==> src/rtl/rtc_irq_pkg.sv <==
package rtc_irq_pkg;

    typedef struct packed {
        logic pend;
        logic wake;
    } core_st_t;

    localparam core_st_t CORE_RST = '{pend: 1'b0, wake: 1'b0};

endpackage

==> src/rtl/rtc_evt_flag.sv <==
module rtc_evt_flag (
    input  logic clk,
    input  logic rst_n,
    input  logic set_i,
    input  logic clr_i,
    output logic flag_o
);

    logic flag_d, flag_q;

    // set has priority over clear
    always_comb begin
        flag_d = flag_q;
        if (clr_i) flag_d = 1'b0;
        if (set_i) flag_d = 1'b1;
    end

    always_ff @(posedge clk) begin
        if (!rst_n) flag_q <= 1'b0;
        else        flag_q <= flag_d;
    end

    assign flag_o = flag_q;

endmodule

==> src/rtl/rtc_irq_core.sv <==
module rtc_irq_core
    import rtc_irq_pkg::*;
(
    input  logic clk,
    input  logic rst_n,
    input  logic any_evt_i,
    input  logic en_i,
    input  logic ack_i,
    input  logic sleep_i,
    output logic pend_o,
    output logic req_o,
    output logic wake_o
);

    core_st_t st_d, st_q;
    logic     take;

    always_comb begin
        st_d = st_q;
        // acknowledge counts only for a request actually presented
        take = ack_i & en_i & st_q.pend;
        if (take)      st_d.pend = 1'b0;
        if (any_evt_i) st_d.pend = 1'b1;
        st_d.wake = sleep_i & st_d.pend;
    end

    always_ff @(posedge clk) begin
        if (!rst_n) st_q <= CORE_RST;
        else        st_q <= st_d;
    end

    assign pend_o = st_q.pend;
    assign req_o  = st_q.pend & en_i;
    assign wake_o = st_q.wake;

endmodule

==> src/rtl/rtc_irq_wake.sv <==
module rtc_irq_wake #(
    parameter int NUM_SRC = 2
) (
    input  logic               clk,
    input  logic               rst_n,
    input  logic [NUM_SRC-1:0] evt_i,
    input  logic [NUM_SRC-1:0] flag_clr_i,
    input  logic               irq_en_i,
    input  logic               irq_ack_i,
    input  logic               sleep_i,
    output logic               irq_req_o,
    output logic               wake_o,
    output logic [NUM_SRC-1:0] flag_o
);

    logic any_evt;
    logic pend_w;

    assign any_evt = |evt_i;

    for (genvar gi = 0; gi < NUM_SRC; gi++) begin : g_flag
        rtc_evt_flag u_flag (
            .clk    (clk),
            .rst_n  (rst_n),
            .set_i  (evt_i[gi]),
            .clr_i  (flag_clr_i[gi]),
            .flag_o (flag_o[gi])
        );
    end

    rtc_irq_core u_core (
        .clk       (clk),
        .rst_n     (rst_n),
        .any_evt_i (any_evt),
        .en_i      (irq_en_i),
        .ack_i     (irq_ack_i),
        .sleep_i   (sleep_i),
        .pend_o    (pend_w),
        .req_o     (irq_req_o),
        .wake_o    (wake_o)
    );

endmodule

==> config.mk <==
export PLATFORM = sky130hd
export DESIGN_NAME = rtc_irq_wake
export DESIGN_NICKNAME = d
export VERILOG_FILES = /design/src/rtl/rtc_irq_pkg.sv /design/src/rtl/rtc_evt_flag.sv /design/src/rtl/rtc_irq_core.sv /design/src/rtl/rtc_irq_wake.sv
export SDC_FILE = /design/constraint.sdc
export NUM_CORES = 1
export LEC_CHECK = 0
export BUFFER_PORTS_ARGS = -buffer_cell sky130_fd_sc_hd__buf_2
export CAP_MARGIN = 0
export CORE_AREA = 2 2 39 41
export CTS_CLUSTER_SIZE = 12
export DETAILED_ROUTE_END_ITERATION = 10
export DIE_AREA = 0 0 41 43
export REMOVE_ABC_BUFFERS = 1
export SLEW_MARGIN = 20
export SYNTH_ARGS = -nofsm -noshare
export SYNTH_HDL_FRONTEND = slang
export SYNTH_HIERARCHICAL = 1
export SYNTH_SLANG_ARGS = --single-unit
==> constraint.sdc <==
create_clock -name clk -period 0.8 [get_ports clk]
set_input_delay 0.08 -clock clk [delete_from_list [all_inputs] [get_ports clk]]
set_output_delay 0.08 -clock clk [all_outputs]
set_load 0.03 [all_outputs]
# Word level (Yosys, flattened, before mapping)
# Index checks and enable logic that the tools add are counted.
[classes] add_sub_neg=0 mul=0 n_div=0 order_cmp=0 n_eq_ne=0 shift=0 n_mux=6 n_bitwise=4 n_reduce_logical=3
[op_table] cell="1-bit two-way mux" n=6
[op_table] cell="1-bit AND" n=4
[op_table] cell="2-bit nonzero test" n=2
[op_table] cell="2-bit OR reduction" n=1
[totals] reg_bits=4 latch_bits=0 mem_bits_rw=0 rom_bits=0 inputBits=9 output_inout_bits=4 word_cells=17 n_memories=0

# Logic depth before layout (Yosys ltp)
[logic_depth] depth_word=5 depth_mapped=3 depth_no_buf=3

# Cells and area by module
# Netlist, hierarchy kept.
[by_module_without_submodules] mod="rtc_evt_flag" instances=2 cells_each=3 area_per_inst_um2=41.3 seq_area_each_um2=20.0
[by_module_without_submodules] mod="rtc_irq_core" instances=1 cells_each=8 area_per_inst_um2=73.8 seq_area_each_um2=40.0
[by_module_without_submodules] mod="rtc_irq_wake" instances=1 cells_each=1 area_per_inst_um2=6.3 seq_area_each_um2=0.0

# Least setup slack after synthesis
# OpenSTA, ideal clock, no wires.
[synth_timing] path_kind="register -> register" from="reg g_flag[0].u_flag/flag_o (netlist name)" to="reg g_flag[0].u_flag.flag_q" setup_time_ns=0.058 arrival_time_ns=0.764 required_ns=0.742 path_slack_ns=-0.021 stages_incl_launch_ff=3 path_buffers=0 period_less_slack_ns=0.821 cell_sequence="dfxtp_1 nor2b_4 o21a_1"
[synth_lines] item="end signal: assignment" line_no="rtc_evt_flag.sv:20" text="else flag_q <= flag_d;"
[synth_lines] item="end: declaration" line_no="rtc_evt_flag.sv:9" text="logic flag_d, flag_q;"

# Worst setup path in the final report
[layout_timing] from="reg u_core.st_q (netlist bit u_core/pend_o)" to="out irq_req_o"
[layout_via] elab_chain_len=1
[layout_lines] item="start: declaration" line_no="rtc_irq_core.sv:15" text="core_st_t st_d, st_q;"
[layout_lines] item="start signal: assignment" line_no="rtc_irq_core.sv:29" text="else st_q <= st_d;"
[layout_lines] item="1-bit AND" line_no="rtc_irq_core.sv:33" text="assign req_o = st_q.pend & en_i;"
[layout_lines] item="end: declaration" line_no="rtc_irq_wake.sv:11" text="output logic irq_req_o,"
# Every way passes these cells.

==> flow_metrics.tcl <==
set metrics [dict create \
    rsz0062_at_grt "yes" \
    diodes 0 \
    cp_slowest_stage_delay_ns 0.32 \
    synth_flop_cell "dfxtp_1" \
    r2r-end "u_core/wake_o" \
    grt_pass1_wl_um 552 \
    fp-row-count 14 \
    drtIter0Drc 5 \
    netlist_area_um2 163 \
    synth_area_leaders "dfxtp_1 (49%), nor2b_4 (17%), o21a_1 (9.2%)" \
    ys_types 9 \
    ctsHoldBuffers 0 \
    finalSetupTns_ns -0.0764 \
    vias_per_cell 3.38 \
    fin_crit_sh_pct 110 \
    cp_cell_sequence "and2_4, buf_6" \
    core_region_area_um2 1380 \
    wl_per_cell_um 7.49 \
    antenna_found_initial 0 \
    initial_core_util_pct 11.8 \
    critical_path.endpoint_type "output pin" \
    crit_family "flip-flops" \
    setup_viol 1 \
    power_density_nw_per_um2 1920 \
    tightest_slew_ns 0.217 \
    yosysMostFrequentCell "dfxtp_1" \
    post_cts_buffers 0 \
    ios 13 \
    maxSlewViolCount 0 \
    gp_congestion 0.560 \
    crit_buf_inv 1 \
    holdWs_ns 0.0570 \
    finClkSkew_ns 0.000541 \
    clk-insertion-delay-late_ns 0.23 \
    clkSinkCount 4 \
    crit_path_top_delay_cell "dfxtp_2" \
    grt_pass1_vias 148 \
    dp_slack_ns -0.0480 \
    r2r_start "u_core/pend_o" \
    crit_path_start_kind "flip-flop" \
    synth_top_area_share_pct 49.2 \
    yosys_warnings 6 \
    hold_start "irq_ack_i" \
    dp_hpwl_um 290 \
    synth_edf_count 0 \
    avgSynthCellArea_um2 10.8 \
    max_cap_viol_count 0 \
    cts_root_buffer "clkbuf_4" \
    die_area_um2 1760 \
    place_inst 44 \
    hold_violations 0 \
    max-clock-path-buffers 2 \
    fillers 154 \
    numCtsBuffers 3 \
    port_buffers 12 \
    timing.fmax_mhz 1140 \
    critPathMaxFanout 2 \
    grt_max_degree 4 \
    cp-startpoint "u_core/pend_o" \
    routed_wl_um 352 \
    vias 159 \
    failed_checks "setup timing" \
    ant_nets 0 \
    ys_ff_latch 4 \
    outcome "finished with violations" \
    synthToLayoutAreaGrowth_pct 84.6 \
    ir_drop_mv 0.559 \
    yosysTopAreaCell "dfxtp_1" \
    drcViolationCount 0 \
    path_depth 2 \
    die_x_um 41 \
    synth.cells.most_frequent "dfxtp_1 (4), inv_1 (2), nor2b_4 (2), o21a_1 (2)" \
    ys_async_sr_fraction_pct 0 \
    worstPathRequired_ns 0.72 \
    die_h_um 43 \
    dr.pass1.iters 4 \
    period_minus_slack_ns 0.876 \
    setup_ws_ns -0.0764 \
    grtUsageTotal_pct 4.92 \
    htree_num_levels 1 \
    syn_inst 15 \
    grt-ovfl-total 0 \
    leakage_nw 0.146 \
    drive_above_1_share_pct 71.0 \
    cts_tree "built" \
    relSlewSlack_pct 85.4 \
    hp-class "input port to flip-flop" \
    stdcell_count 47 \
    worst-r2r-cell-count 2 \
    fin_nets 42 \
    arrival_ns 0.80 \
    crit_path_end "irq_req_o" \
    reg2reg_slack_ns 0.11 \
    path_clk_slew_ns 0.04 \
    yosysSeqAreaShare_pct 49.2 \
    worst-setup-path-type "flip-flop to output pin" \
]
## registers in the layout (all words and copies together) (netlist names)
name and flops:
g_flag.u_flag/flag_o 2, u_core/pend_o 1, u_core/wake_o 1
## cell usage in the layout, fill, tap and decap left out, drive strengths merged
cell | netlist | final
nor2b | 2 | 2
o21ai | 1 | 1
clkbuf | 0 | 3
inv | 2 | 2
a31oi | 1 | 1
dfxtp | 4 | 4
or2 | 1 | 1
a311oi | 1 | 1
o21a | 2 | 2
buf | 0 | 13
and2 | 1 | 1
## routing by layer
metal  wire length (um)  track usage (%)
met5                  0                0
met4                  0             4.00
met3                 30             3.14
met2                146             5.31
met1                174             6.43
## worst min path at each step
stage                     slack [ns]       endpoint  cells after the start
after global routing            0.06  u_core/pend_o                      2
after global placement          0.29  u_core/pend_o                      2
after CTS                       0.05  u_core/pend_o                      2
after floorplan                 0.18  u_core/pend_o                      1
final                           0.06  u_core/pend_o                      2
after detailed placement        0.30  u_core/wake_o                      2
## area by class of cell
cell class              instances  area [um^2]  share of cell area (%)
repair buffers                 13         88.8                    29.6
flip-flops and latches          4         83.8                    27.9
inverters                       2         7.51                    2.50
clock buffers                   3         22.5                    7.50
well taps                      16         20.0                    6.67
multi-input cells               9         77.6                    25.8
## kinds of logic (layout without fill, tap and decap cells)
group	Yosys count	after routing	synth area share, %
AOI/OAI and AO/OA	5	5	21.5
DFF	4	4	49.2
and+or+nand+nor	4	4	24.6
buffers and inverters	2	18	4.62
## through the flow
step	power, mW	util (%)	area (um^2)
floorplan	0.273	-	163
global placement	0.317	18.1	250
detailed placement	0.317	18.1	250
CTS	0.583	21.0	290
global route	0.616	21.7	300
finish	0.575	21.7	300
## what timing repair did
action | CTS | global route
setup endpoints to repair | 4 | 3
gates resized for setup | 7 | 4
endpoints found under the hold margin | 0 | 0
pin swaps | 1 | 0
## where the power goes
part           switching (mW)  leakage [nW]  internal [mW]  total (mW)
logic                  0.0522        0.0981         0.0585       0.111
clock network          0.0741        0.0138          0.167       0.241
registers             0.00703        0.0340          0.216       0.223
(Power assumes the default switching activity.)
